<file path="src/rtl/cellq_pkg.sv">
package cellq_pkg;
    typedef enum logic [1:0] {
        WR_IDLE = 2'd0,
        WR_FILL = 2'd1,
        WR_DROP = 2'd2
    } wr_state_t;

    typedef enum logic {
        RD_IDLE = 1'b0,
        RD_SEND = 1'b1
    } rd_state_t;
endpackage

</file>
<file path="src/rtl/cellq_wr_ctrl.sv">
module cellq_wr_ctrl #(
    parameter int CELL_BYTES = 53,
    parameter int DEPTH      = 4,
    localparam int IDX_W     = $clog2(CELL_BYTES),
    localparam int SLOT_W    = (DEPTH > 1) ? $clog2(DEPTH) : 1
) (
    input  logic              clk,
    input  logic              rst_n,
    input  logic              in_valid,
    input  logic              in_soc,
    input  logic              full,
    output logic              mem_we,
    output logic [SLOT_W-1:0] mem_slot,
    output logic [IDX_W-1:0]  mem_idx,
    output logic              commit,
    output logic              drop_start
);
    import cellq_pkg::*;

    localparam logic [IDX_W-1:0]  LAST_IDX  = IDX_W'(CELL_BYTES - 1);
    localparam logic [SLOT_W-1:0] LAST_SLOT = SLOT_W'(DEPTH - 1);

    wr_state_t         state, state_nx;
    logic [IDX_W-1:0]  idx;
    logic [SLOT_W-1:0] slot;

    // state register
    always_ff @(posedge clk) begin
        if (!rst_n) state <= WR_IDLE;
        else        state <= state_nx;
    end

    // next state
    always_comb begin
        state_nx = state;
        unique case (state)
            WR_IDLE: if (in_valid && in_soc) state_nx = full ? WR_DROP : WR_FILL;
            WR_FILL: if (in_valid && idx == LAST_IDX) state_nx = WR_IDLE;
            WR_DROP: if (in_valid && idx == LAST_IDX) state_nx = WR_IDLE;
            default: state_nx = WR_IDLE;
        endcase
    end

    // outputs
    always_comb begin
        mem_we     = 1'b0;
        commit     = 1'b0;
        drop_start = 1'b0;
        unique case (state)
            WR_IDLE: begin
                mem_we     = in_valid && in_soc && !full;
                drop_start = in_valid && in_soc && full;
            end
            WR_FILL: begin
                mem_we = in_valid;
                commit = in_valid && idx == LAST_IDX;
            end
            WR_DROP: ;
            default: ;
        endcase
    end

    assign mem_slot = slot;
    assign mem_idx  = idx;

    // byte index and slot pointer
    always_ff @(posedge clk) begin
        if (!rst_n) begin
            idx  <= '0;
            slot <= '0;
        end else begin
            if (state_nx == WR_IDLE)
                idx <= '0;
            else if (in_valid)
                idx <= idx + 1'b1;
            if (commit)
                slot <= (slot == LAST_SLOT) ? '0 : slot + 1'b1;
        end
    end
endmodule

</file>
<file path="src/rtl/cellq_rd_ctrl.sv">
module cellq_rd_ctrl #(
    parameter int DATA_W     = 8,
    parameter int CELL_BYTES = 53,
    parameter int DEPTH      = 4,
    localparam int IDX_W     = $clog2(CELL_BYTES),
    localparam int SLOT_W    = (DEPTH > 1) ? $clog2(DEPTH) : 1
) (
    input  logic              clk,
    input  logic              rst_n,
    input  logic              enb_n,
    input  logic              avail,
    input  logic [DATA_W-1:0] rd_data,
    output logic [SLOT_W-1:0] rd_slot,
    output logic [IDX_W-1:0]  rd_idx,
    output logic              pop,
    output logic              out_valid,
    output logic              out_soc,
    output logic [DATA_W-1:0] out_data
);
    import cellq_pkg::*;

    localparam logic [IDX_W-1:0]  LAST_IDX  = IDX_W'(CELL_BYTES - 1);
    localparam logic [SLOT_W-1:0] LAST_SLOT = SLOT_W'(DEPTH - 1);

    rd_state_t         state, state_nx;
    logic [IDX_W-1:0]  idx;
    logic [SLOT_W-1:0] slot;
    logic              fire;

    always_comb begin
        fire = 1'b0;
        unique case (state)
            RD_IDLE: fire = !enb_n && avail;
            RD_SEND: fire = !enb_n;
            default: fire = 1'b0;
        endcase
    end

    assign pop     = fire && idx == LAST_IDX;
    assign rd_slot = slot;
    assign rd_idx  = idx;

    // state register
    always_ff @(posedge clk) begin
        if (!rst_n) state <= RD_IDLE;
        else        state <= state_nx;
    end

    // next state
    always_comb begin
        state_nx = state;
        unique case (state)
            RD_IDLE: if (fire && !pop) state_nx = RD_SEND;
            RD_SEND: if (pop)          state_nx = RD_IDLE;
            default: state_nx = RD_IDLE;
        endcase
    end

    // registered outputs and pointers
    always_ff @(posedge clk) begin
        if (!rst_n) begin
            out_valid <= 1'b0;
            out_soc   <= 1'b0;
            out_data  <= '0;
            idx       <= '0;
            slot      <= '0;
        end else begin
            out_valid <= fire;
            out_soc   <= fire && idx == '0;
            if (fire) begin
                out_data <= rd_data;
                idx      <= pop ? '0 : idx + 1'b1;
            end
            if (pop)
                slot <= (slot == LAST_SLOT) ? '0 : slot + 1'b1;
        end
    end
endmodule

</file>
<file path="src/rtl/cellq_store.sv">
module cellq_store #(
    parameter int DATA_W     = 8,
    parameter int CELL_BYTES = 53,
    parameter int DEPTH      = 4,
    localparam int IDX_W     = $clog2(CELL_BYTES),
    localparam int SLOT_W    = (DEPTH > 1) ? $clog2(DEPTH) : 1,
    localparam int ENTRIES   = DEPTH * CELL_BYTES,
    localparam int ADDR_W    = $clog2(ENTRIES)
) (
    input  logic              clk,
    input  logic              we,
    input  logic [SLOT_W-1:0] wr_slot,
    input  logic [IDX_W-1:0]  wr_idx,
    input  logic [DATA_W-1:0] wr_data,
    input  logic [SLOT_W-1:0] rd_slot,
    input  logic [IDX_W-1:0]  rd_idx,
    output logic [DATA_W-1:0] rd_data
);
    logic [DATA_W-1:0] mem [ENTRIES];
    logic [ADDR_W-1:0] wr_addr, rd_addr;

    assign wr_addr = ADDR_W'(wr_slot) * ADDR_W'(CELL_BYTES) + ADDR_W'(wr_idx);
    assign rd_addr = ADDR_W'(rd_slot) * ADDR_W'(CELL_BYTES) + ADDR_W'(rd_idx);

    always_ff @(posedge clk) begin
        if (we) mem[wr_addr] <= wr_data;
    end

    assign rd_data = mem[rd_addr];
endmodule

</file>
<file path="src/rtl/cellq_status.sv">
module cellq_status (
    input  logic clk,
    input  logic rst_n,
    input  logic set,
    input  logic sw_we,
    input  logic sw_wdata,
    input  logic irq_en,
    output logic sts,
    output logic irq
);
    always_ff @(posedge clk) begin
        if (!rst_n)                sts <= 1'b0;
        else if (set)              sts <= 1'b1;
        else if (sw_we && !sw_wdata) sts <= 1'b0;
    end

    assign irq = sts && irq_en;
endmodule

</file>
<file path="src/rtl/utopia_rx_cellq.sv">
module utopia_rx_cellq #(
    parameter int DATA_W     = 8,
    parameter int CELL_BYTES = 53,
    parameter int DEPTH      = 4
) (
    input  logic              clk,
    input  logic              rst_n,
    input  logic              in_valid,
    input  logic              in_soc,
    input  logic [DATA_W-1:0] in_data,
    input  logic              atm_enb_n,
    output logic              out_valid,
    output logic              out_soc,
    output logic [DATA_W-1:0] out_data,
    input  logic              sts_wr,
    input  logic              sts_wdata,
    output logic              ovf_status,
    input  logic              irq_en,
    output logic              irq
);
    localparam int IDX_W  = $clog2(CELL_BYTES);
    localparam int SLOT_W = (DEPTH > 1) ? $clog2(DEPTH) : 1;
    localparam int OCC_W  = $clog2(DEPTH + 1);

    logic [OCC_W-1:0]  occ;
    logic              full, commit, pop, drop_start, mem_we;
    logic [SLOT_W-1:0] wr_slot, rd_slot;
    logic [IDX_W-1:0]  wr_idx, rd_idx;
    logic [DATA_W-1:0] rd_data;

    assign full = (occ == OCC_W'(DEPTH));

    // committed-cell count
    always_ff @(posedge clk) begin
        if (!rst_n) occ <= '0;
        else begin
            unique case ({commit, pop})
                2'b10:   occ <= occ + 1'b1;
                2'b01:   occ <= occ - 1'b1;
                default: occ <= occ;
            endcase
        end
    end

    cellq_wr_ctrl #(.CELL_BYTES(CELL_BYTES), .DEPTH(DEPTH)) u_wr (
        .clk(clk), .rst_n(rst_n), .in_valid(in_valid), .in_soc(in_soc),
        .full(full), .mem_we(mem_we), .mem_slot(wr_slot), .mem_idx(wr_idx),
        .commit(commit), .drop_start(drop_start)
    );

    cellq_store #(.DATA_W(DATA_W), .CELL_BYTES(CELL_BYTES), .DEPTH(DEPTH)) u_store (
        .clk(clk), .we(mem_we), .wr_slot(wr_slot), .wr_idx(wr_idx),
        .wr_data(in_data), .rd_slot(rd_slot), .rd_idx(rd_idx), .rd_data(rd_data)
    );

    cellq_rd_ctrl #(.DATA_W(DATA_W), .CELL_BYTES(CELL_BYTES), .DEPTH(DEPTH)) u_rd (
        .clk(clk), .rst_n(rst_n), .enb_n(atm_enb_n), .avail(occ != '0),
        .rd_data(rd_data), .rd_slot(rd_slot), .rd_idx(rd_idx), .pop(pop),
        .out_valid(out_valid), .out_soc(out_soc), .out_data(out_data)
    );

    cellq_status u_sts (
        .clk(clk), .rst_n(rst_n), .set(drop_start), .sw_we(sts_wr),
        .sw_wdata(sts_wdata), .irq_en(irq_en), .sts(ovf_status), .irq(irq)
    );
endmodule

</file>
<file path="config.mk">
export PLATFORM = sky130hd
export DESIGN_NAME = utopia_rx_cellq
export DESIGN_NICKNAME = d
export VERILOG_FILES = /design/src/rtl/cellq_pkg.sv /design/src/rtl/cellq_wr_ctrl.sv /design/src/rtl/cellq_rd_ctrl.sv /design/src/rtl/cellq_store.sv /design/src/rtl/cellq_status.sv /design/src/rtl/utopia_rx_cellq.sv
export SDC_FILE = /design/constraint.sdc
export NUM_CORES = 2
export LEC_CHECK = 0
export BUFFER_PORTS_ARGS = -buffer_cell sky130_fd_sc_hd__buf_2
export CORE_MARGIN = 2
export CORE_UTILIZATION = 45
export DETAILED_ROUTE_END_ITERATION = 10
export PLACE_DENSITY_LB_ADDON = 0.15
export SLEW_MARGIN = 10
export SYNTH_ARGS = -nofsm -noshare
export SYNTH_HDL_FRONTEND = slang
export SYNTH_SLANG_ARGS = --single-unit
</file>
<file path="constraint.sdc">
create_clock -name clk -period 5 [get_ports clk]
set_input_delay 1 -clock clk [delete_from_list [all_inputs] [get_ports clk]]
set_output_delay 1 -clock clk [all_outputs]
set_load 0.005 [all_outputs]
</file>
Yosys cells after proc, flatten, opt, wreduce, memory -nomap -nowiden
Memory sizes are Yosys's and may differ from the RTL's. A register that Yosys moved wholly into a read port is not among the register bits.
Index checks and enable logic that the tools add are counted.
- equality and inequality tests: 9
- $add $sub $neg: 8
- multiplexer cells: 19
- $mul: 2
- bitwise gates (word level): 2
- reductions and logical operators: 23
- operators with widths (operator ; count):
    adder 8 x 6 -> 8 bit ; 2
    multiplier 2 x 6 -> 8 bit (second input constant) ; 2
    adder 6 x 1 -> 6 bit (second input constant) ; 2
    equality test 6 bit (second input constant) ; 2
    logical AND 1 bit ; 10
    two-way mux 2 bit ; 5
    equality test 2 bit (second input constant) ; 4
    two-way mux 1 bit ; 8
    zero test 6 bit ; 1
    two-way mux 6 bit ; 1
    case mux 1 bit (2 select lines) ; 3
    case mux 3 bit (2 select lines) ; 1
    zero test 1 bit ; 5
    adder 2 x 1 -> 2 bit (second input constant) ; 2
    equality test 2 x 1 -> 1 bit (second input constant) ; 2
    zero test 2 bit ; 2
    case mux 2 bit (2 select lines) ; 1
    nonzero test 2 bit ; 2
    OR reduction 2 bit ; 2
    adder 3 x 1 -> 3 bit (second input constant) ; 1
    equality test 3 bit (second input constant) ; 1
    nonzero test 3 bit ; 1
    subtractor 3 x 1 -> 3 bit (second input constant) ; 1
    NOT 1 bit ; 2
- output and inout bits: 12
- bits in writable memories: 1696
- memories kept: 1
- input bits: 16
- register bits: 25
- logic and storage cells: 74
- memory list (memory ; words ; bits a word ; rd ports ; clocked after Yosys merged registers in ; wr ports ; line ; RTL):
    u_store.mem ; 212 ; 8 ; 1 ; 1 ; 1 ; cellq_store.sv:19 ; logic [DATA_W-1:0] mem [ENTRIES];

Logic depth before layout (Yosys ltp)
- depth in word-level cells: 8
- mapped depth: 13
- mapped depth without buffers: 12

By module
From an unflattened synthesis, not the netlist that was laid out.
- cell total of the unflattened synthesis: 3209
- area total of the unflattened synthesis: 68132.8 µm²
- modules (own cells, without submodules) (module ; instances ; seq. area each (µm²) ; cells an instance ; area an instance (µm²)):
    cellq_store ; 1 ; 50928.8 ; 3028 ; 66498.8
    cellq_rd_ctrl ; 1 ; 380.4 ; 97 ; 830.8
    cellq_wr_ctrl ; 1 ; 200.2 ; 63 ; 586.8
    utopia_rx_cellq ; 1 ; 60.1 ; 16 ; 168.9
    cellq_status ; 1 ; 20.0 ; 5 ; 47.5

Worst setup path after synthesis
Ideal clock, no wire load.
- kind: register to register
- start: register u_wr.slot[1] (netlist: u_wr.mem_slot[1])
- end: memory u_store.mem[116][0] (enable)
- data required time: 4.630 ns
- cell stages (with the launch flop): 12
- arrival: 2.963 ns
- buffers on the path: 1
- path slack: 1.667 ns
- setup time: 0.370 ns
- clock period less this slack: 3.333 ns
- path through: dfxtp_1 -> ha_1 -> ha_1 -> fa_1 -> a21oi_1 -> nor2_1 -> nor2_1 -> o21bai_1 -> a21oi_2 -> nand3_1 -> clkbuf_1 -> nor2_1
- word-level cells in the longest chain between the ends: 2
- RTL lines (element ; line ; RTL):
    start, declared ; cellq_wr_ctrl.sv:25 ; logic [SLOT_W-1:0] slot;
    start signal, assigned ; cellq_wr_ctrl.sv:77 ; slot <= (slot == LAST_SLOT) ? '0 : slot + 1'b1;
    multiplier 2 x 6 -> 8 bit ; cellq_store.sv:22 ; assign wr_addr = ADDR_W'(wr_slot) * ADDR_W'(CELL_BYTES) + ADDR_W'(wr_idx);
    adder 8 x 6 -> 8 bit ; cellq_store.sv:22 ;
    end, declared ; cellq_store.sv:19 ;
No other way between the ends.

Worst setup path in the final report
- start: register u_rd.slot[1] (netlist: u_rd.rd_slot[1])
- end: register u_rd.out_data[0] (read register of u_store.mem)
- word-level cells in the longest chain between the ends: 2
- RTL lines (element ; line ; RTL):
    start, declared ; cellq_rd_ctrl.sv:27 ; logic [SLOT_W-1:0] slot;
    start signal, assigned ; cellq_rd_ctrl.sv:75 ; slot <= (slot == LAST_SLOT) ? '0 : slot + 1'b1;
    multiplier 2 x 6 -> 8 bit ; cellq_store.sv:23 ; assign rd_addr = ADDR_W'(rd_slot) * ADDR_W'(CELL_BYTES) + ADDR_W'(rd_idx);
    adder 8 x 6 -> 8 bit ; cellq_store.sv:23 ;
    end, declared ; cellq_rd_ctrl.sv:18 ; output logic [DATA_W-1:0] out_data
No other way between the ends.
A chain may end at the register's enable or synchronous reset.

==> run metrics <==
status=finished clean; 1st-iter DRT viols=3840; Syn Inst Count=3272; cell row count=142; min Tclk post-route=4.38 ns; num ports=28; Die Height=393 µm; synthesis-stage register bit count=1729; H-Tree Depth=4; DRC errors left=0; clock sinks=1729; Crit Path Category=reg2reg; Reg-to-Reg Start=u_rd.rd_slot[1]; Max-Cap Viols=0; Worst setup SP type=flop; RePlAce Congestion=0.909; diode count=0; Final Hold Viols=0; Switching Fraction=19.8%; number of antenna violations at the first check in global routing=4; Int Pwr=0.0231 W; Post-layout nets=3570; post-CTS setup buffers=0; combinational share of power=1.2%; Post-DRT Antenna Nets=0; Syn Std Cell Area=68100 µm²; largest net degree at the start of global routing=114; CTS resizes=0; cts bufs inserted=174; commonest non-fill, non-tap cell in the layout=edfxtp_1; adder-cell area share of the yosys netlist=0.735%; # setup viols final=0; WL/cell=31.2 µm; main combinational cell family by area after synthesis=multiplexers; pins over their slew limit=0; worst rel slew slack=20.8%; RSZ-0062 raised after global routing=false; total chip power=0.0288 W; ys flop type=edfxtp_1; TritonRoute pass-1 iters=6; starting density of the core=45.4%; FMAX=228 MHz; total grt overflow=0; ratio of cells with drive above 1 in the final layout=26.4%; port bufs=27; asr flop ratio synth=0%; Reg clk slew, reported paths=0.06 ns; Syn Nets=3325; Die Footprint=154000 µm²; Routed WL=177000 µm; Power Density=373 nW/µm²; clock power share=43.6%; hpwl dp=113000 µm; Layout Skew=0.0294 ns; Critical Path RT=5.65 ns; clock root cell=clkbuf_16; Critical Path Source=u_rd.rd_slot[1]; CP endpoint kind=flop; setup TNS=0 ns; vias in the first global route=34800; Vias=34000; Static Leakage=24.0 nW; period utilization=87.5%; Via density=6.00; synthesized area per cell=20.8 µm²; TritonCTS clock tree=yes; number of synthesized flops with an enable pin=1696; crit-path max FO=23; post-synthesis sequential area ratio=75.8%; Worst Tran Pin Value=1.18 ns; Tot GR Track Use=23.3%; hold_sp=u_wr.state[1]; sequential share of power=55.2%; Hold Crit Class=reg2reg; CP Data Arrival Time=5.02 ns; Horiz. Die Dim=393 µm; area delta synth->final=13.4%; Switch Pwr=0.00569 W; Post-Synth XOR/XNOR Area=0.318%; hold_buf cts=0; Clock Latency Late Sink=0.81 ns; simple-gate portion of the synthesized area=3.60%; proportion of synthesized area in mux cells=15.5%; Synth Warn #=0; Compound-Gate Fraction of Synth Area=2.36%; Cell variety after synth=70; Core ar.=150000 µm²; CTS max path bufs=3; commonest non-fill, non-tap cells in the layout=1696 x edfxtp_1, 448 x mux4_2, 241 x nor2_1; Worst IR Drop VDD=0.353 mV; first-pass GRT wire length=254000 µm
[cell usage after synthesis (3+ instances only)]
library cell | number | share of area (%)
inv_1 | 18 | 0.099
o22ai_1 | 3 | 0.028
and2_1 | 10 | 0.092
buf_2 | 47 | 0.35
a21o_1 | 3 | 0.033
o221ai_1 | 8 | 0.10
ha_1 | 32 | 0.59
a221oi_1 | 7 | 0.090
nand4_1 | 6 | 0.055
nor2_1 | 243 | 1.3
fa_1 | 5 | 0.15
nor3_2 | 4 | 0.059
a21oi_2 | 3 | 0.039
xor2_1 | 9 | 0.12
nand3_1 | 90 | 0.66
a21oi_1 | 30 | 0.22
a311o_1 | 7 | 0.10
nand2_1 | 160 | 0.88
a21boi_0 | 5 | 0.055
a31o_2 | 4 | 0.051
a22oi_1 | 38 | 0.42
o21bai_1 | 7 | 0.077
a31oi_1 | 28 | 0.26
o21ai_0 | 15 | 0.11
nor3_1 | 6 | 0.044
nand2b_1 | 5 | 0.046
or3_1 | 4 | 0.037
a32oi_1 | 21 | 0.27
nor2b_1 | 8 | 0.074
o21ai_1 | 3 | 0.022
mux4_2 | 448 | 15
buf_4 | 32 | 0.35
o211ai_1 | 11 | 0.12
mux2i_1 | 47 | 0.69
buf_1 | 4 | 0.022
edfxtp_1 | 1696 | 75
clkbuf_1 | 72 | 0.40
and3_1 | 20 | 0.18
o2111ai_1 | 8 | 0.10
dfxtp_1 | 33 | 0.97
buf_6 | 26 | 0.43
xnor2_1 | 12 | 0.15
[worst max-delay path, stage by stage (launching register included)]
cell      delay [ns]
dfxtp_1         0.47
ha_1            0.31
ha_4            0.18
inv_1           0.09
fa_4            0.68
buf_4           0.31
a21oi_2         0.77
buf_4           0.34
a32oi_1         0.08
a311oi_1        0.88
a311oi_2        0.08
[power by group through the flow]
stage,Combinational [W],Clock (W),Sequential (W)
2_1_floorplan,0.0000303,0,0.0162
3_3_place_gp,0.000322,0,0.0162
3_5_place_dp,0.000343,0,0.0162
4_1_cts,0.000342,0.0128,0.0159
5_1_grt,0.000360,0.0133,0.0159
6_report,0.000335,0.0126,0.0159
[area by class of cell]
class,instances,area (µm²)
fill,11800,72800
timing repair buffer,252,2110
tap,2016,2520
multi-input combinational,1341,15400
clock buffer,221,4660
sequential,1729,51600
inverter,19,71.3
clock inverter,98,838
[metal layers]
metal  vias to the layer above  share of wire (%)  global-route usage [%]
met1                     18100                 41                    31.9
li1                      14100                  -                       -
met2                      1496                 48                    36.9
met5                         -             0.0039                       0
met4                         2                4.0                    9.27
met3                       329                7.3                    4.55
[logic make-up after synthesis]
logic type	after synthesis
DFF	1729
and+or+nand+nor	567
muxes	495
AOI/OAI and AO/OA	219
buffers and inverters	202
adders and majority gates	37
xor gates and xnor gates	23
[stage by stage]
step	area [µm²]	instances	utilization [%]	hold WS, ns	setup slack [ns]
final	77200	5676	51.5	0.518	0.623
after CTS	77200	5676	51.5	0.497	0.633
after global routing	77200	5676	51.5	0.542	0.606
after global placement	71700	5357	47.8	0.485	0.738
after detailed placement	71700	5357	47.8	0.504	0.648
after floorplan	68100	3272	-	0.466	1.67
[final timing paths]
kind / slack (ns) / to / cells after the start
setup / recovery: 0.62 / u_rd.out_data[0] / 10
setup reg to reg: 0.62 / u_rd.out_data[0] / 10
hold reg to reg: 0.52 / u_wr.state[1] / 2
hold / removal: 0.52 / u_wr.state[1] / 2
[registers in the layout, summed over array words and instances, names as in the netlist, 2 cells and up, named ones only]
register	flops
u_rd.rd_idx	6
u_wr.mem_slot	2
u_store.mem	1696
u_rd.out_data	8
occ	3
u_wr.mem_idx	6
u_wr.state	2
u_rd.rd_slot	2
Note: power is estimated with default switching activity, not from simulation.
